--- config.mk ---
export PLATFORM = sky130hd
export DESIGN_NAME = dl_tx_fifo_status
export DESIGN_NICKNAME = d
export VERILOG_FILES = /design/src/rtl/dltx_pkg.sv /design/src/rtl/dltx_fifo.sv /design/src/rtl/dltx_status.sv /design/src/rtl/dl_tx_fifo_status.sv
export SDC_FILE = /design/constraint.sdc
export NUM_CORES = 1
export LEC_CHECK = 0
export BUFFER_PORTS_ARGS = -buffer_cell sky130_fd_sc_hd__buf_2
export CAP_MARGIN = 30
export CELL_PAD_IN_SITES_DETAIL_PLACEMENT = 0
export CELL_PAD_IN_SITES_GLOBAL_PLACEMENT = 1
export CORE_MARGIN = 8
export CORE_UTILIZATION = 35
export CTS_BUF_LIST = sky130_fd_sc_hd__clkbuf_8
export DETAILED_ROUTE_END_ITERATION = 16
export HOLD_SLACK_MARGIN = 0.06
export PLACE_DENSITY_LB_ADDON = 0.1
export SKIP_LAST_GASP = 1
export SLEW_MARGIN = 20
export SYNTH_ARGS = -nofsm -noshare
export SYNTH_HDL_FRONTEND = slang
export SYNTH_SLANG_ARGS = --single-unit
--- constraint.sdc ---
create_clock -name clk_i -period 4.1 [get_ports clk_i]
set_input_delay 0.205 -clock clk_i [delete_from_list [all_inputs] [get_ports clk_i]]
set_output_delay 0.205 -clock clk_i [all_outputs]
set_load 0.1 [all_outputs]
--- src/rtl/dltx_pkg.sv ---
package dltx_pkg;
  localparam int unsigned ST_W     = 8;
  localparam int unsigned ST_EMPTY = 0;
  localparam int unsigned ST_NEAR  = 1;
  localparam int unsigned ST_UNDR  = 2;
  localparam int unsigned ST_MSG   = 3;
  localparam int unsigned ST_FULL  = 4;
  localparam logic [ST_W-1:0] ST_RST = 8'h03;
endpackage

--- src/rtl/dltx_fifo.sv ---
module dltx_fifo #(
  parameter int unsigned DEPTH = 128,
  parameter int unsigned DW    = 8,
  localparam int unsigned AW   = $clog2(DEPTH),
  localparam int unsigned CW   = AW + 1
) (
  input  logic          clk_i,
  input  logic          rst_ni,
  input  logic          push_i,
  input  logic [DW-1:0] data_i,
  input  logic          pop_i,
  output logic [DW-1:0] data_o,
  output logic [CW-1:0] count_o,
  output logic          push_ok_o,
  output logic          pop_ok_o
);
  logic [DW-1:0] mem [DEPTH];
  logic [AW-1:0] wp_q, rp_q;
  logic          full, emp;

  assign full      = (count_o == CW'(DEPTH));
  assign emp       = (count_o == '0);
  assign push_ok_o = push_i & ~full;
  assign pop_ok_o  = pop_i & ~emp;
  assign data_o    = mem[rp_q];

  function automatic logic [AW-1:0] nxt(input logic [AW-1:0] p);
    return (p == AW'(DEPTH - 1)) ? '0 : p + 1'b1;
  endfunction

  always_ff @(posedge clk_i) begin
    if (push_ok_o) mem[wp_q] <= data_i;
  end

  always_ff @(posedge clk_i or negedge rst_ni) begin
    if (!rst_ni) begin
      wp_q    <= '0;
      rp_q    <= '0;
      count_o <= '0;
    end else begin
      if (push_ok_o) wp_q <= nxt(wp_q);
      if (pop_ok_o)  rp_q <= nxt(rp_q);
      count_o <= count_o + CW'(push_ok_o) - CW'(pop_ok_o);
    end
  end

  p_no_overflow_r4: assert property (@(posedge clk_i) disable iff (!rst_ni)
    count_o <= CW'(DEPTH));
  p_full_drop_r4: assert property (@(posedge clk_i) disable iff (!rst_ni)
    (full && push_i && !pop_i) |=> count_o == CW'(DEPTH));
  p_pop_dec_r2: assert property (@(posedge clk_i) disable iff (!rst_ni)
    (!emp && pop_i && !push_i) |=> count_o == $past(count_o) - 1'b1);
endmodule

--- src/rtl/dltx_status.sv ---
module dltx_status
  import dltx_pkg::*;
#(
  parameter int unsigned DEPTH = 128,
  localparam int unsigned AW   = $clog2(DEPTH),
  localparam int unsigned CW   = AW + 1
) (
  input  logic            clk_i,
  input  logic            rst_ni,
  input  logic [CW-1:0]   count_i,
  input  logic            push_ok_i,
  input  logic            pop_ok_i,
  input  logic            pull_i,
  input  logic [AW-1:0]   thr_i,
  input  logic            msg_done_i,
  input  logic            stat_rd_i,
  input  logic            ie_near_i,
  input  logic            ie_undr_i,
  input  logic            ie_msg_i,
  output logic [ST_W-1:0] stat_o,
  output logic            irq_o
);
  logic empty_q, undr_q, msg_q;
  logic near, full, undr_evt;

  assign near     = (count_i <= CW'(thr_i));
  assign full     = (count_i == CW'(DEPTH));
  assign undr_evt = pull_i & empty_q;

  always_ff @(posedge clk_i or negedge rst_ni) begin
    if (!rst_ni) begin
      empty_q <= 1'b1;
      undr_q  <= 1'b0;
      msg_q   <= 1'b0;
    end else begin
      if (push_ok_i)                              empty_q <= 1'b0;
      else if (pop_ok_i && count_i == CW'(1))     empty_q <= 1'b1;
      // event beats a clearing read in the same cycle
      undr_q <= undr_evt   | (undr_q & ~stat_rd_i);
      msg_q  <= msg_done_i | (msg_q  & ~stat_rd_i);
    end
  end

  always_comb begin
    stat_o           = '0;
    stat_o[ST_EMPTY] = empty_q;
    stat_o[ST_NEAR]  = near;
    stat_o[ST_UNDR]  = undr_q;
    stat_o[ST_MSG]   = msg_q;
    stat_o[ST_FULL]  = full;
  end

  assign irq_o = (near & ie_near_i) | (undr_q & ie_undr_i) | (msg_q & ie_msg_i);

  p_empty_track_r6: assert property (@(posedge clk_i) disable iff (!rst_ni)
    empty_q == (count_i == '0));
  p_undr_set_r7: assert property (@(posedge clk_i) disable iff (!rst_ni)
    undr_evt |=> stat_o[ST_UNDR]);
  p_undr_hold_r7: assert property (@(posedge clk_i) disable iff (!rst_ni)
    (stat_o[ST_UNDR] && !stat_rd_i) |=> stat_o[ST_UNDR]);
  p_msg_set_r8: assert property (@(posedge clk_i) disable iff (!rst_ni)
    msg_done_i |=> stat_o[ST_MSG]);
  p_msg_clr_r9: assert property (@(posedge clk_i) disable iff (!rst_ni)
    (stat_rd_i && !msg_done_i) |=> !stat_o[ST_MSG]);
  p_irq_mask_r10: assert property (@(posedge clk_i) disable iff (!rst_ni)
    (!ie_near_i && !ie_undr_i && !ie_msg_i) |-> !irq_o);
endmodule

--- src/rtl/dl_tx_fifo_status.sv ---
module dl_tx_fifo_status
  import dltx_pkg::*;
#(
  parameter int unsigned DEPTH = 128,
  parameter int unsigned DW    = 8,
  localparam int unsigned AW   = $clog2(DEPTH),
  localparam int unsigned CW   = AW + 1
) (
  input  logic            clk_i,
  input  logic            rst_ni,
  input  logic            wr_en_i,
  input  logic [DW-1:0]   wr_data_i,
  input  logic            rd_en_i,
  output logic [DW-1:0]   rd_data_o,
  input  logic [AW-1:0]   near_thr_i,
  input  logic            msg_done_i,
  input  logic            stat_rd_i,
  input  logic            ie_near_i,
  input  logic            ie_undr_i,
  input  logic            ie_msg_i,
  output logic [ST_W-1:0] stat_o,
  output logic            irq_o
);
  logic [CW-1:0] count;
  logic          push_ok, pop_ok;

  dltx_fifo #(.DEPTH(DEPTH), .DW(DW)) i_fifo (
    .clk_i    (clk_i),
    .rst_ni   (rst_ni),
    .push_i   (wr_en_i),
    .data_i   (wr_data_i),
    .pop_i    (rd_en_i),
    .data_o   (rd_data_o),
    .count_o  (count),
    .push_ok_o(push_ok),
    .pop_ok_o (pop_ok)
  );

  dltx_status #(.DEPTH(DEPTH)) i_status (
    .clk_i     (clk_i),
    .rst_ni    (rst_ni),
    .count_i   (count),
    .push_ok_i (push_ok),
    .pop_ok_i  (pop_ok),
    .pull_i    (rd_en_i),
    .thr_i     (near_thr_i),
    .msg_done_i(msg_done_i),
    .stat_rd_i (stat_rd_i),
    .ie_near_i (ie_near_i),
    .ie_undr_i (ie_undr_i),
    .ie_msg_i  (ie_msg_i),
    .stat_o    (stat_o),
    .irq_o     (irq_o)
  );

  p_rsv_zero_r11: assert property (@(posedge clk_i) disable iff (!rst_ni)
    stat_o[7:5] == 3'b000);
endmodule

Word level (Yosys, flattened, before mapping)
Memory sizes are Yosys's and may differ from the RTL's.
Index checks and enable logic that the tools add are counted.
Storage, ports and cells
  register bits: 25
  bits in writable memories: 1024
  input bits: 24
  output and inout port bits: 17
  logic and storage cells: 40
  memories: 1
Memory list
  i_fifo.mem: words 128, bits a word 8, read ports 1, clocked after memory_dff 0, wr ports 1, line dltx_fifo.sv:17  | logic [DW-1:0] mem [DEPTH];
Operators by class
  add/sub/neg operators: 4
  order comparisons: 1
  equality and inequality tests: 4
  muxes and demuxes: 6
  bitwise gates (word level): 15
  reduce and logical (&&, ||, !) cells: 3
Operators with widths (number)
  7-bit by 1-bit adder with 7-bit output (second input constant): 2
  7-bit equality test (second input constant): 2
  7-bit two-way mux: 2
  8-bit by 1-bit adder with 8-bit output: 1
  1-bit AND: 8
  8-bit by 1-bit equality test with 1-bit output (second input constant): 1
  8-bit equality test (second input constant): 1
  8-bit by 7-bit less-or-equal comparator with 1-bit output: 1
  8-bit logical NOT: 1
  8-bit by 1-bit subtractor with 8-bit output: 1
  1-bit two-way mux: 4
  1-bit OR: 4
  1-bit inverter: 3
  2-bit nonzero test: 1
  1-bit logical AND: 1

Depth between registers and ports, before layout
  word-level depth: 6
  depth in mapped cells: 17

Modules after synthesis
Synthesis repeated with hierarchy kept, for this count alone.
Second synthesis, totals
  cells, all modules: 2102
  area total of the unflattened synthesis: 41448.5 sq um
Modules (own cells, without submodules)
  dltx_fifo: times used 1, cells an instance 2051, area each 41028.1 sq um, sequential area each 31300.0 sq um
  dltx_status: times used 1, cells an instance 51, area each 420.4 sq um, sequential area each 76.3 sq um

Least setup slack after synthesis
OpenSTA, ideal clock, no wires.
  path type: reg-to-output
  start point: reg i_fifo.rp_q[0]
  end point: out rd_data_o[2]
  data arrival time: 3.360 ns
  required time: 3.895 ns
  path slack: 0.535 ns
  cell stages (with the launch flop): 11
  buffers on the path: 5
  path through: dfrtp_1 > buf_6 > buf_12 > buf_6 > buf_6 > buf_6 > mux2i_1 > o221ai_1 > a21oi_1 > a211o_1 > a31oi_1
On the way
  longest elaborated chain between the ends: 1
Ends and longest elaborated chain
  start, declared: line dltx_fifo.sv:18  | logic [AW-1:0] wp_q, rp_q;
  start signal, assigned: line dltx_fifo.sv:42  | if (pop_ok_o) rp_q <= nxt(rp_q);
  memory 128 x 8 bit
  end, declared: line dl_tx_fifo_status.sv:14  | output logic [DW-1:0] rd_data_o,
Every way passes these cells.

Worst setup path in the final report
  start point: reg i_fifo.rp_q[0]
  end point: out rd_data_o[0]
The elaborated chain is that of the path after synthesis.

==> metrics.txt <==
sequential cell area fraction in the yosys report 0.758; Slew HR 0.382; Max-cap violations 0; HP Start rd_en_i; Max Buffers Root-to-Sink 3; CTS root buf clkbuf_8; Sw Ratio 0.346; adder-cell share of the synthesized area 0.00683; CP Class register to output pin; Vias 21,900; CTS Buf Count 178; placed inst area 45,000 µm²; share of cells above drive strength 1 0.296; largest family of logic cells by synthesized area multiplexers; Routed Antenna Nets 0; Final Hold Slack 0.303 ns; clk_lat worst skew 0.86 ns; status finished clean; Warnings, synthesis 0; Die W 360 µm; R2R depth 17; Initial DRC Count 1,784; Cell Rows 126; area delta synth->final 18.8%; r2r setup slk 0.41 ns; Pint 20.1 mW; Slew @ Worst Pin 0.923 ns; Ports 41; Critical path buffers and inverters 3; worst hold path depth 4; post-synthesis compound-gate area fraction 0.0405; Final Cell Area 49,200 µm²; Avg Vias per Cell 5.25; Setup TNS 0 ns; unrepaired setup endpoints after global routing yes; max frequency 251 MHz; largest stage delay on the critical path 0.52 ns; simple logic cell fraction of the synthesized area 0.0316; post-synth top area share 0.743; GRT Overall Usage 0.189; Pwr Total 30.8 mW; IO Port Bufs 37; Final Max Slew Viols 0; Core Region 118,000 µm²; most common cell after layout, fill and taps aside edfxtp_1; htree depth 4; Critical Path Most Common Cell buf_12; WL final 124 mm; Worst Setup End Kind output pin; Main synth FF type edfxtp_1; synth unique cells 60; clock network fraction of total power 0.278; starting density of the core 0.352; sw power 10.7 mW; Slowest cell on crit path mux4_2; CTS tree done; Layout Utilization 0.418; Vert. Die Dim 360 µm; P per Cell Area 626 nW/µm²; Final min period 3.98 ns; post-synth top area cell edfxtp_1; DRC viols 0; leakage 16.3 nW; crit share post-route 0.970; DP Wirelength 78.8 mm; gr ovfl total 0; Comb power frac 0.322; # nets final 2,540; final setup fails 0; main area contributors after synthesis edfxtp_1 (74%), mux4_2 (11%), mux2i_1 (3.3%); antenna violations before repair 4; largest net degree at the start of global routing 68; CP Cell Sequence buf_12 > buf_8 > mux4_2 > a22o_1 > a2111oi_4 > a211oi_2 > o32a_1 > buf_12; peak fanout along the critical path 15; synthesized area per cell 19.7 µm²; crit path from i_fifo.rp_q[0]$_DFFE_PN0P_; WP depth 8; Hold Fails Final Rpt 0; Yosys reg bits 1,049; Worst Hold Class input port to register; Worst VDD drop 0.798 mV; xor and xnor area share after synthesis 0.00296; WP data required 3.89 ns; most frequent cells in the layout edfxtp_1 (1,024), buf_4 (248), mux4_2 (195); full die area 130,000 µm²; EDFF count, synth 1,024; CP arrival 3.77 ns; Seq pwr share 0.401; gpl congestion 0.800; critical path startpoint category register; Post-synth ARST share 0.0238; Worst-path clk slew 0.05 ns; cell family with most CP delay compound AO/OA/AOI/OAI gates; Mapped Area 41,400 µm²; post-synthesis mux area share 0.140; first-pass detailed-route iteration total 5; drt wl/cell 29.6 µm; CTS sink cnt 1,049; first-pass GRT wire length 176 mm; worst clock skew 0.0261 ns; Mapped Cells 2,103; vias in the first global route 23,100; reg2reg start i_fifo.count_o[5]$_DFF_PN0_
## worst register-to-register path, delay by kind of cell (launching register included)
family | cells | cell delay (ns)
simple gates | 4 | 0.50
xor+xnor | 1 | 0.13
buf+inv | 4 | 0.56
fa+ha+maj | 4 | 1.10
compound gates | 4 | 0.87
flops | 1 | 0.40
## power by group through the flow
stage | Sequential [mW] | Combinational (mW) | Clock, mW
after floorplan | 12.4 | 5.21 | 0
final | 12.3 | 9.91 | 8.55
after CTS | 12.3 | 9.95 | 8.84
after global routing | 12.4 | 10.4 | 9.24
after global placement | 12.6 | 9.20 | 0
after detailed placement | 12.6 | 9.20 | 0
## repair_timing
item	4_1_cts	5_1_grt
endpoints found under the hold margin	450	0
pin swaps	5	2
buffers inserted	18	3
endpoints found under the setup margin	8	7
hold buffers	18	0
gates resized for setup	84	12
gates cloned	3	0
## Yosys cell counts (all sizes together), types with 16 or more instances
library cell,number
clkbuf,49
a21oi,34
o22ai,28
edfxtp,1024
o221ai,19
nand2,73
ha,21
mux2i,135
buf,72
nor2,152
o21ai,19
mux4,196
dfrtp,24
nand3,25
a22oi,27
inv,29
a211oi,16
a2111oi,17
## layer usage
metal | wire, µm | part of all wire | vias up | GRT usage
li1 | - | - | 9428 | -
met1 | 55100 | 0.45 | 11700 | 0.259
met2 | 60100 | 0.49 | 609 | 0.310
met3 | 6050 | 0.049 | 153 | 0.0356
met4 | 2410 | 0.020 | 0 | 0.0501
met5 | 0 | 0 | - | 0
## final timing paths
path	endpoint
worst max-delay path	rd_data_o[0]
worst min-delay path	i_status.empty_q$_DFFE_PN1P_
worst max register to register	i_fifo.count_o[6]$_DFF_PN0_
worst min register to register	i_fifo.wp_q[4]$_DFFE_PN0P_
max in group asynchronous	i_fifo.rp_q[0]$_DFFE_PN0P_
min in group asynchronous	i_status.msg_q$_DFF_PN0_
## per-stage QoR
stage                     setup WS (ns)  std cells
final                             0.122       4177
after global routing            -0.0138       4175
after CTS                      -0.00835       4170
after detailed placement          0.286       3807
after global placement           -0.128       3806
after floorplan                   0.535       2105
## area by class of cell
cell class | count | area [µm²]
Fill cell | 10300 | 68600
Sequential cell | 1049 | 31400
Multi-Input combinational cell | 905 | 9560
Timing Repair Buffer | 330 | 3000
Clock buffer | 182 | 2500
Tap cell | 1536 | 1920
Clock inverter | 142 | 686
Inverter | 30 | 115
Antenna cell | 3 | 7.51
## cell families (layout without fill, tap and decap cells)
| group | after synthesis | after routing |
|---|---|---|
| fa+ha+maj | 22 | 22 |
| other cells | 1 | 6 |
| mux | 333 | 333 |
| flops | 1049 | 1049 |
| xor+xnor | 14 | 14 |
| compound gates | 228 | 228 |
| buf+inv | 151 | 684 |
| simple gates | 305 | 305 |
## state kept, by name (all words and copies together), names as in the netlist
register          count
i_fifo.mem         1024
i_fifo.count_o        8
i_fifo.wp_q           7
i_status.msg_q        1
i_status.empty_q      1
i_fifo.rp_q           7
i_status.undr_q       1
(Power assumes the default switching activity.)
